===== src/rtl/sig_pkg.sv =====
package sig_pkg;
  typedef enum logic [1:0] {
    OP_SEND = 2'd0,
    OP_WAIT = 2'd1,
    OP_POP  = 2'd2,
    OP_RSVD = 2'd3
  } sig_op_e;

  typedef enum logic [2:0] {
    RSP_COUNTED  = 3'd0,
    RSP_RELEASED = 3'd1,
    RSP_CONTINUE = 3'd2,
    RSP_BLOCKED  = 3'd3,
    RSP_EMPTY    = 3'd4,
    RSP_ERROR    = 3'd5
  } sig_rsp_e;
endpackage


===== src/rtl/sig_queue.sv =====
module sig_queue #(
  parameter int QDEPTH = 16,
  parameter int PID_W  = 8,
  parameter int CNT_W  = 16
) (
  input  logic             clk_i,
  input  logic             rst_ni,
  input  logic             push_i,
  input  logic             pop_i,
  input  logic             inc_i,
  input  logic             dec_i,
  input  logic [PID_W-1:0] pid_i,
  output logic [PID_W-1:0] head_o,
  output logic             empty_o,
  output logic             full_o,
  output logic             cnt_zero_o
);
  localparam int PTR_W = $clog2(QDEPTH);
  localparam int USE_W = PTR_W + 1;
  localparam logic [CNT_W-1:0] CNT_MAX = {CNT_W{1'b1}};

  logic [PID_W-1:0] mem_q [QDEPTH];
  logic [PTR_W-1:0] wr_ptr_q, rd_ptr_q;
  logic [USE_W-1:0] used_q;
  logic [CNT_W-1:0] cnt_q;

  always_ff @(posedge clk_i) begin
    if (push_i) mem_q[wr_ptr_q] <= pid_i;
  end

  always_ff @(posedge clk_i or negedge rst_ni) begin
    if (!rst_ni) begin
      wr_ptr_q <= '0;
      rd_ptr_q <= '0;
      used_q   <= '0;
    end else begin
      if (push_i) wr_ptr_q <= wr_ptr_q + 1'b1;
      if (pop_i)  rd_ptr_q <= rd_ptr_q + 1'b1;
      case ({push_i, pop_i})
        2'b10:   used_q <= used_q + 1'b1;
        2'b01:   used_q <= used_q - 1'b1;
        default: used_q <= used_q;
      endcase
    end
  end

  // counter saturates at its maximum, never wraps below zero
  always_ff @(posedge clk_i or negedge rst_ni) begin
    if (!rst_ni)                          cnt_q <= '0;
    else if (inc_i && cnt_q != CNT_MAX)   cnt_q <= cnt_q + 1'b1;
    else if (dec_i && cnt_q != '0)        cnt_q <= cnt_q - 1'b1;
  end

  assign head_o     = mem_q[rd_ptr_q];
  assign empty_o    = (used_q == '0);
  assign full_o     = (used_q == USE_W'(QDEPTH));
  assign cnt_zero_o = (cnt_q == '0);

  p_push_not_full_r7: assert property (@(posedge clk_i) disable iff (!rst_ni)
    push_i |-> !full_o);
  p_pop_not_empty_r2: assert property (@(posedge clk_i) disable iff (!rst_ni)
    pop_i |-> !empty_o);
  p_cnt_only_empty_r3: assert property (@(posedge clk_i) disable iff (!rst_ni)
    !cnt_zero_o |-> empty_o);
  p_cnt_sat_r8: assert property (@(posedge clk_i) disable iff (!rst_ni)
    (inc_i && cnt_q == CNT_MAX) |=> cnt_q == CNT_MAX);
  p_dec_step_r4: assert property (@(posedge clk_i) disable iff (!rst_ni)
    dec_i |=> cnt_q == $past(cnt_q) - 1'b1);
  p_push_grows_r5: assert property (@(posedge clk_i) disable iff (!rst_ni)
    (push_i && !pop_i) |=> used_q == $past(used_q) + 1'b1);
endmodule


===== src/rtl/sig_cmd_dec.sv =====
module sig_cmd_dec
  import sig_pkg::*;
#(
  parameter int NUM_SIG    = 8,
  parameter int NUM_CPU    = 4,
  parameter int READY_BASE = 4,
  parameter int PID_W      = 8,
  localparam int IDX_W     = $clog2(NUM_SIG)
) (
  input  logic                            accept_i,
  input  logic [1:0]                      op_i,
  input  logic [IDX_W-1:0]                idx_i,
  input  logic [NUM_SIG-1:0]              empty_i,
  input  logic [NUM_SIG-1:0]              full_i,
  input  logic [NUM_SIG-1:0]              cnt_zero_i,
  input  logic [NUM_SIG-1:0][PID_W-1:0]   head_i,
  output logic [NUM_SIG-1:0]              push_o,
  output logic [NUM_SIG-1:0]              pop_o,
  output logic [NUM_SIG-1:0]              inc_o,
  output logic [NUM_SIG-1:0]              dec_o,
  output sig_rsp_e                        code_o,
  output logic [PID_W-1:0]                pid_o
);
  logic [IDX_W-1:0]   sel;
  logic [NUM_SIG-1:0] hit;
  logic               cpu_ok;

  always_comb begin
    push_o = '0;
    pop_o  = '0;
    inc_o  = '0;
    dec_o  = '0;
    code_o = RSP_ERROR;
    pid_o  = '0;
    cpu_ok = ({1'b0, idx_i} < (IDX_W + 1)'(NUM_CPU));
    sel    = (sig_op_e'(op_i) == OP_POP) ? IDX_W'(READY_BASE) + idx_i : idx_i;
    hit    = accept_i ? (NUM_SIG'(1) << sel) : '0;
    case (sig_op_e'(op_i))
      OP_SEND: begin
        if (!empty_i[sel]) begin
          pop_o  = hit;
          code_o = RSP_RELEASED;
          pid_o  = head_i[sel];
        end else begin
          inc_o  = hit;
          code_o = RSP_COUNTED;
        end
      end
      OP_WAIT: begin
        if (!cnt_zero_i[sel]) begin
          dec_o  = hit;
          code_o = RSP_CONTINUE;
        end else if (!full_i[sel]) begin
          push_o = hit;
          code_o = RSP_BLOCKED;
        end
      end
      OP_POP: begin
        if (cpu_ok) begin
          if (!empty_i[sel]) begin
            pop_o  = hit;
            code_o = RSP_RELEASED;
            pid_o  = head_i[sel];
          end else begin
            code_o = RSP_EMPTY;
          end
        end
      end
      default: code_o = RSP_ERROR;
    endcase
  end
endmodule


===== src/rtl/sig_unit.sv =====
module sig_unit
  import sig_pkg::*;
#(
  parameter int NUM_SIG    = 8,
  parameter int QDEPTH     = 16,
  parameter int PID_W      = 8,
  parameter int CNT_W      = 16,
  parameter int NUM_CPU    = 4,
  parameter int READY_BASE = 4,
  localparam int IDX_W     = $clog2(NUM_SIG)
) (
  input  logic             clk_i,
  input  logic             rst_ni,
  input  logic             cmd_valid_i,
  output logic             cmd_ready_o,
  input  logic [1:0]       cmd_op_i,
  input  logic [IDX_W-1:0] cmd_idx_i,
  input  logic [PID_W-1:0] cmd_pid_i,
  output logic             rsp_valid_o,
  output logic [2:0]       rsp_code_o,
  output logic [PID_W-1:0] rsp_pid_o
);
  logic                          ready_q, accept;
  logic [NUM_SIG-1:0]            push, pop, inc, dec;
  logic [NUM_SIG-1:0]            empty, full, cnt_zero;
  logic [NUM_SIG-1:0][PID_W-1:0] head;
  sig_rsp_e                      code_d;
  logic [PID_W-1:0]              pid_d;

  always_ff @(posedge clk_i or negedge rst_ni) begin
    if (!rst_ni) ready_q <= 1'b0;
    else         ready_q <= 1'b1;
  end

  assign cmd_ready_o = ready_q;
  assign accept      = cmd_valid_i & ready_q;

  sig_cmd_dec #(
    .NUM_SIG(NUM_SIG), .NUM_CPU(NUM_CPU), .READY_BASE(READY_BASE), .PID_W(PID_W)
  ) u_dec (
    .accept_i   (accept),
    .op_i       (cmd_op_i),
    .idx_i      (cmd_idx_i),
    .empty_i    (empty),
    .full_i     (full),
    .cnt_zero_i (cnt_zero),
    .head_i     (head),
    .push_o     (push),
    .pop_o      (pop),
    .inc_o      (inc),
    .dec_o      (dec),
    .code_o     (code_d),
    .pid_o      (pid_d)
  );

  for (genvar g = 0; g < NUM_SIG; g++) begin : g_sig
    sig_queue #(.QDEPTH(QDEPTH), .PID_W(PID_W), .CNT_W(CNT_W)) u_q (
      .clk_i      (clk_i),
      .rst_ni     (rst_ni),
      .push_i     (push[g]),
      .pop_i      (pop[g]),
      .inc_i      (inc[g]),
      .dec_i      (dec[g]),
      .pid_i      (cmd_pid_i),
      .head_o     (head[g]),
      .empty_o    (empty[g]),
      .full_o     (full[g]),
      .cnt_zero_o (cnt_zero[g])
    );
  end

  always_ff @(posedge clk_i or negedge rst_ni) begin
    if (!rst_ni) begin
      rsp_valid_o <= 1'b0;
      rsp_code_o  <= '0;
      rsp_pid_o   <= '0;
    end else begin
      rsp_valid_o <= accept;
      if (accept) begin
        rsp_code_o <= code_d;
        rsp_pid_o  <= pid_d;
      end
    end
  end

  p_rsp_next_r9: assert property (@(posedge clk_i) disable iff (!rst_ni)
    accept |=> rsp_valid_o);
  p_no_rsp_idle_r9: assert property (@(posedge clk_i) disable iff (!rst_ni)
    !accept |=> !rsp_valid_o);
  p_single_target_r10: assert property (@(posedge clk_i) disable iff (!rst_ni)
    $onehot0(push | pop | inc | dec));
  p_release_pid_r2: assert property (@(posedge clk_i) disable iff (!rst_ni)
    (accept && pop != '0) |=> (rsp_code_o == 3'(RSP_RELEASED)));
endmodule


===== config.mk =====
export PLATFORM = sky130hd
export DESIGN_NAME = sig_unit
export DESIGN_NICKNAME = d
export VERILOG_FILES = /design/src/rtl/sig_pkg.sv /design/src/rtl/sig_queue.sv /design/src/rtl/sig_cmd_dec.sv /design/src/rtl/sig_unit.sv
export SDC_FILE = /design/constraint.sdc
export NUM_CORES = 2
export LEC_CHECK = 0
export BUFFER_PORTS_ARGS = -buffer_cell sky130_fd_sc_hd__buf_4
export CAP_MARGIN = 20
export CORE_UTILIZATION = 50
export CTS_BUF_LIST = sky130_fd_sc_hd__clkbuf_8 sky130_fd_sc_hd__clkbuf_16
export DETAILED_ROUTE_END_ITERATION = 6
export GPL_TIMING_DRIVEN = 1
export PLACE_DENSITY = 0.76
export SLEW_MARGIN = 20
export SYNTH_ARGS = -nofsm -noshare
export SYNTH_HDL_FRONTEND = slang
export SYNTH_HIERARCHICAL = 1
export SYNTH_SLANG_ARGS = --single-unit

===== constraint.sdc =====
create_clock -name clk_i -period 5.55 [get_ports clk_i]
set_input_delay 1.3875 -clock clk_i [delete_from_list [all_inputs] [get_ports clk_i]]
set_output_delay 1.3875 -clock clk_i [all_outputs]
set_load 0.01 [all_outputs]

Word level (Yosys, flattened, before mapping)

Memory sizes are Yosys's and may differ from the RTL's.
Cells that the tools add are included.

$lt $le $gt $ge: 2
Eq/ne operators: 34
Add/subtract/negate cells: 49
Reductions and logical operators: 57
Muxes and demuxes: 69
Bitwise operators: 1
Shifts and indexed selects: 1

Operators by type and width:

| kind                    | count |
|---|---|
| $mux W16                | 16 |
| $add A16 B1 Y16 const B | 8 |
| $logic_not A16 Y1       | 8 |
| $ne A16 B16 Y1 const B  | 8 |
| $reduce_bool A16 Y1     | 8 |
| $sub A16 B1 Y16 const B | 8 |
| $mux W8                 | 13 |
| $pmux W5 S2             | 8 |
| $add A4 B1 Y4 const B   | 16 |
| $add A5 B1 Y5 const B   | 8 |
| $eq A5 B5 Y1 const B    | 8 |
| $logic_not A5 Y1        | 8 |
| $sub A5 B1 Y5 const B   | 8 |
| $pmux W8 S2             | 2 |
| $reduce_bool A2 Y1      | 16 |
| $bmux W8 S3             | 1 |
| $mux W1                 | 20 |
| $eq A2 B1 Y1 const B    | 9 |
| $eq A2 B2 Y1 const B    | 9 |
| $logic_and A1 B1 Y1     | 16 |
| $mux W3                 | 5 |
| $bmux W1 S3             | 3 |
| $pmux W3 S3             | 1 |
| $shl A1 B3 Y8 const A   | 1 |
| 5 further kinds         | 5 |

Word-level logic and storage cells: 257
Flip-flop bits (word level): 245
Memories kept: 8
Memory bits (writable): 1024
Output and inout bits: 13

Memory list:

| name               | depth | width | rd ports | clocked after Yosys merged registers in | write ports | RTL line        | RTL |
|---|---|---|---|---|---|---|---|
| g_sig[0].u_q.mem_q | 16    | 8     | 1        | 0                                       | 1           | sig_queue.sv:22 | `logic [PID_W-1:0] mem_q [QDEPTH];` |
| g_sig[1].u_q.mem_q | 16    | 8     | 1        | 0                                       | 1           | sig_queue.sv:22 |  |
| g_sig[2].u_q.mem_q | 16    | 8     | 1        | 0                                       | 1           | sig_queue.sv:22 |  |
| g_sig[3].u_q.mem_q | 16    | 8     | 1        | 0                                       | 1           | sig_queue.sv:22 |  |
| g_sig[4].u_q.mem_q | 16    | 8     | 1        | 0                                       | 1           | sig_queue.sv:22 |  |
| g_sig[5].u_q.mem_q | 16    | 8     | 1        | 0                                       | 1           | sig_queue.sv:22 |  |
| 2 more memories    | --    | --    | --       | --                                      | --          | --              |  |

Logic depth before layout (Yosys ltp)

Depth after elaboration: 9
Mapped depth: 17
Gate-level depth less buffers: 16

Modules after synthesis

The synthesis kept the hierarchy.

Modules (own cells, without submodules):

| module                        | area each (sq um) | instances | seq. area each (sq um) | cells each |
|---|---|---|---|---|
| sig_queue at g_sig[3].u_q ... | 7069.3            | 4         | 4569.4                 | 445 |
| sig_queue at g_sig[0].u_q ... | 7035.5            | 3         | 4569.4                 | 436 |
| sig_queue at g_sig[7].u_q     | 7083.0            | 1         | 4569.4                 | 443 |
| sig_cmd_dec                   | 1079.8            | 1         | 0.0                    | 126 |
| sig_unit                      | 508.0             | 1         | 325.3                  | 28 |

Worst setup path after synthesis

No wires, ideal clock.

Path kind: input port to flip-flop
From: input port cmd_valid_i
To: register g_sig[0].u_q.cnt_q[10]
Setup time: 0.094 ns
Data arrival time: 4.456 ns
Slack: 1.000 ns
Required time: 5.456 ns
Stages on the path: 14
Cells stage by stage: nand2_2 -> buf_6 -> inv_1 -> or3b_2 -> clkbuf_1 -> or2_2 -> nor2_1 -> o41ai_2 -> ha_1 -> nor2b_1 -> o31a_1 -> o31a_1 -> o211a_1 -> a211oi_1

Longest elaborated chain between the ends: 6
Elaborated cells between the ends (all ways): 10
Classes of those cells: mux: 6; bitwise: 1; reduce/logical: 3

RTL lines:

| element                                        | RTL line          | RTL |
|---|---|---|
| start: declaration                             | sig_unit.sv:14    | `input logic cmd_valid_i,` |
| $and A1 B1 Y1 (*)                              | sig_unit.sv:36    | `assign accept = cmd_valid_i & ready_q;` |
| net accept                                     | sig_unit.sv:23    | `logic ready_q, accept;` |
| $mux W8 (*)                                    | sig_cmd_dec.sv:37 | `hit = accept_i ? (NUM_SIG'(1) << sel) : '0;` |
| $mux W8 (*)                                    | sig_cmd_dec.sv:40 | `if (!empty_i[sel]) begin` |
| $mux W8 (*)                                    | sig_cmd_dec.sv:38 | `case (sig_op_e'(op_i))` |
| net inc[0]                                     | sig_unit.sv:24    | `logic [NUM_SIG-1:0] push, pop, inc, dec;` |
| $logic_and A1 B1 Y1 (*)                        | sig_queue.sv:50   | `else if (inc_i && cnt_q != CNT_MAX) cnt_q <= cnt_q + 1'b1;` |
| $mux W16 or $reduce_bool A2 Y1 (tied branches) | --                |  |
| end signal: assignment                         | sig_queue.sv:50   |  |
| end signal: assignment                         | sig_queue.sv:51   | `else if (dec_i && cnt_q != '0) cnt_q <= cnt_q - 1'b1;` |
| end: declaration                               | sig_queue.sv:25   | `logic [CNT_W-1:0] cnt_q;` |

The timed path passes the listed nets; every way through them passes the cells marked *.
A chain may end at the register's enable or synchronous reset.

Worst setup path after layout

From: register g_sig[1].u_q.cnt_q[0]
To: register g_sig[1].u_q.used_q[4]

Longest elaborated chain between the ends: 7
Elaborated cells between the ends (all ways): 9
Classes of those cells: eq/ne: 2; mux: 5; reduce/logical: 2

RTL lines:

| element                                           | RTL line          | RTL |
|---|---|---|
| start: declaration                                | sig_queue.sv:25   |  |
| start signal: assignment                          | sig_queue.sv:50   |  |
| start signal: assignment                          | sig_queue.sv:51   |  |
| $logic_not A16 Y1 (*)                             | sig_queue.sv:57   | `assign cnt_zero_o = (cnt_q == '0);` |
| net cnt_zero[1]                                   | sig_unit.sv:25    | `logic [NUM_SIG-1:0] empty, full, cnt_zero;` |
| $bmux W1 S3 (*)                                   | sig_cmd_dec.sv:50 | `if (!cnt_zero_i[sel]) begin` |
| $mux W1 (implied by the code) (*)                 | sig_cmd_dec.sv:50 |  |
| $mux W8 (*)                                       | sig_cmd_dec.sv:50 |  |
| $mux W8 (*)                                       | sig_cmd_dec.sv:38 |  |
| net push[1]                                       | sig_unit.sv:24    |  |
| $eq A2 B1 Y1 or $eq A2 B2 Y1 (tied branches)      | sig_queue.sv:39   | `case ({push_i, pop_i})` |
| $pmux W5 S2 or $reduce_bool A2 Y1 (tied branches) | --                |  |
| end signal: assignment                            | sig_queue.sv:40   | `2'b10: used_q <= used_q + 1'b1;` |
| end signal: assignment                            | sig_queue.sv:41   | `2'b01: used_q <= used_q - 1'b1;` |
| end signal: assignment                            | sig_queue.sv:42   | `default: used_q <= used_q;` |
| end: declaration                                  | sig_queue.sv:24   | `logic [USE_W-1:0] used_q;` |

The timed path passes the listed nets; every way through them passes the cells marked *. The select of a mux whose other input is x is not followed.

==> impl_metrics.csv <==
group,metric,value,unit
run_status,outcome,"complete, but fails checks",
run_status,violations,"design-rule violations",
global_routing,grt_pass1_vias,33214,
cts,path_clk_slew,0.06,ns
layout,drive_above_1_share,20.27,%
detailed_routing,via_per_inst,6.123,
layout,fin_nets,4045,
detailed_routing,drt_iter0_markers,3357,
logic_synthesis,syn_avg_cell_area,15.75,sq um
cts,cts_setup_buffers,0,
detailed_routing,final_antenna_net_count,0,
logic_synthesis,synthTopCellsByArea,"edfxtp_1 (53%), mux4_2 (13%), dfrtp_1 (11%)",
global_routing,grt_max_degree,98,
global_routing,grtUsageTotal,22.65,%
cts,cts_tree,"done",
logic_synthesis,yosysMostFrequentCell,"edfxtp_1",
timing,fin_crit_sh,83.02,%
power,vdd_drop_max,0.2543,mV
global_routing,grt_pass1_wl,201.8,mm
floorplanning,core_area,114700,sq um
critical_path,r2r_start,"g_sig[1].u_q/cnt_q[0]$_DFFE_PN0P_",
timing,slew_headroom,23.69,%
detailed_routing,dr_wl_met2,63.41,mm
critical_path,required,6.22,ns
logic_synthesis,yosys_register_bits,1269,
logic_synthesis,yosys_warnings,6,
cts,hold_buffers,0,
timing,clock_skew,0.03629,ns
floorplanning,pin_count,29,
logic_synthesis,ys.flop_type,"edfxtp_1",
logic_synthesis,async_reset_ff_share,19.31,%
power,p_leak,22.86,nW
cts,clock-root-buffer,"clkbuf_16",
min_path,hp-class,"reg -> reg",
detailed_routing,via_count,33325,
floorplanning,start_util,50.63,%
critical_path,worstSetupPathType,"reg -> reg",
global_routing,grt_antenna_before_repair,3,
critical_path,path_max_fanout,9,
critical_path,critPathCaptureType,"register",
timing,slew_violations,0,
cts,cts.sinks,1269,
floorplanning,die_w,342.7,um
logic_synthesis,synth_commonest_cells,"edfxtp_1 (1024), mux4_2 (342), nor2_1 (275)",
timing,setup_viol,0,
placed_design,dp_hpwl,80.87,mm
critical_path,startpoint,"g_sig[1].u_q/cnt_q[0]$_DFFE_PN0P_",
layout,nFillCells,8430,
floorplanning,die_y,342.7,um
logic_synthesis,synth-edff-count,1024,
detailed_routing,dr.max_layer_used,"met5",
cts,numCtsBuffers,133,
layout,seq_area,36900,sq um
critical_path,startpoint_type,"register",
layout,multi_input_area,19960,sq um
cts,cts_buffer_depth,3,
timing,setup_tns,0,ns
cts,htreeDepth,4,
timing,fin_crit,4.608,ns
cts,clock_latency,0.75,ns
logic_synthesis,seq_area_frac_synth,63.53,%
logic_synthesis,synth_nets,3909,
floorplanning,die_area,117500,sq um
timing,hold_viol,0,
cts,cts-resized-gates,0,
layout,antenna_cells,0,
logic_synthesis,synthesis.area,58050,sq um
power,power,28.31,mW
layout,synthToLayoutAreaGrowth,11.90,%
global_routing,grt.overflow.total,0,
run,timing.max_cap.violations,0,
detailed_routing,dr_wl_met3,9.993,mm
logic_synthesis,synth_top_area_share,52.97,%
detailed_routing,drt_first_pass_iters,7,
power,powerDensity,435.7,nW/um^2
floorplanning,rows,124,
logic_synthesis,synth_top_area_cell,"edfxtp_1",
placed_design,routabilityCongestion,0.8725,
timing,worstMarginPinSlew,1.145,ns
detailed_routing,wl_per_cell,24.00,um
timing,rsz0062_at_grt,"false",
min_path,min-delay-start,"g_sig[7].u_q/cnt_q[15]$_DFFE_PN0P_",
logic_synthesis,netlist-cell-type-count,72,
placed_design,port-buffer-count,28,
detailed_routing,wl_met1,53.69,mm
critical_path,r2r_slack,0.94,ns
logic_synthesis,synth_cells,3685,
detailed_routing,drc,3,
timing,fmax,217.0,MHz
critical_path,cp.arrival,5.27,ns
detailed_routing,routed_wl,130.6,mm
==> cell type report <==
cell class                      count  share of cell area, %
Sequential cell                  1269                  56.80
Multi-Input combinational cell   2132                  30.72
Clock buffer                      144                  5.408
Tap cell                         1512                  2.912
Timing Repair Buffer              157                  1.864
Clock inverter                    101                  1.548
Inverter                          128                 0.7396
==> routing by layer <==
metal / track usage, % / vias up
met2: 36.37 / 1354
li1: - / 14786
met5: 0 / -
met4: 7.199 / 4
met3: 3.574 / 231
met1: 31.92 / 16950
==> through the flow <==
step	std cells	util, %	setup slack [ns]	hold slack [ns]	instance area, sq um
after floorplan	3685	-	1.000	0.4642	58050
after global placement	5198	52.70	0.5780	0.4872	60420
after detailed placement	5198	52.70	0.5042	0.5009	60420
after CTS	5443	56.64	0.9570	0.5103	64940
after global routing	5443	56.66	0.7530	0.5295	64960
final	5443	56.66	0.9424	0.5080	64960
==> layout by cell type (no fill, tap or decap), drive strengths merged, types with 36 or more instances in the layout <==
master	instances
ha	192
edfxtp	1024
inv	166
xor2	58
o21ai	103
nor3	105
or4	36
mux4	342
nand2	216
a21oi	174
nand2b	41
dfrtp	245
nand4	53
nor2	275
clkinv	45
buf	157
xnor2	84
a211oi	45
clkbuf	144
a21o	36
==> kinds of logic after synthesis <==
kind of cell | Yosys count | share of synthesized area (%)
AO/OA/AOI/OAI | 529 | 6.056
XOR/XNOR | 142 | 2.142
adder cells (fa/ha/maj) | 208 | 4.690
buffers and inverters | 284 | 2.142
flip-flops | 1269 | 63.53
multiplexers | 373 | 13.91
other | 1 | 0.006459
AND/OR/NAND/NOR | 879 | 7.524
==> sequential cells by signal, indices dropped and copies added (netlist names) <==
name                flops
g_sig.u_q/cnt_q       128
g_sig.u_q/mem_q      1024
rsp_valid_o             1
g_sig.u_q/used_q       40
g_sig.u_q/wr_ptr_q     32
rsp_code_o              3
rsp_pid_o               8
cmd_ready_o             1
g_sig.u_q/rd_ptr_q     32
==> worst max-delay path, stage by stage (launching register included) <==
cell and delay [ns]:
dfrtp_1 0.44, or4_1 0.57, nor4_1 0.74, mux4_2 0.48, or4b_4 0.52, nor2_1 0.11, buf_4 0.17, inv_1 0.06
ha_1 0.25, ha_1 0.33, nor2b_1 0.14, o21ai_0 0.22, a21oi_1 0.11, nor3_1 0.24, xnor2_1 0.14
==> report_power, final <==
part / total, mW / internal [mW] / switching [mW] / leakage [nW]
logic: 7.44 / 3.45 / 3.99 / 8.20
clock network: 9.09 / 5.31 / 3.78 / 2.33
registers: 11.8 / 10.8 / 0.986 / 12.3
==> worst paths after layout <==
check / depth (start not counted) / endpoint
max in group asynchronous: 2 / g_sig[2].u_q/rd_ptr_q[1]$_DFFE_PN0P_
worst min-delay path: 1 / g_sig[7].u_q/cnt_q[15]$_DFFE_PN0P_
worst min register to register: 1 / g_sig[7].u_q/cnt_q[15]$_DFFE_PN0P_
worst max register to register: 14 / g_sig[1].u_q/used_q[4]$_DFFE_PN0P_
min in group asynchronous: 1 / g_sig[3].u_q/cnt_q[10]$_DFFE_PN0P_
worst max-delay path: 14 / g_sig[1].u_q/used_q[4]$_DFFE_PN0P_
Note: power is estimated with default switching activity, not from simulation.
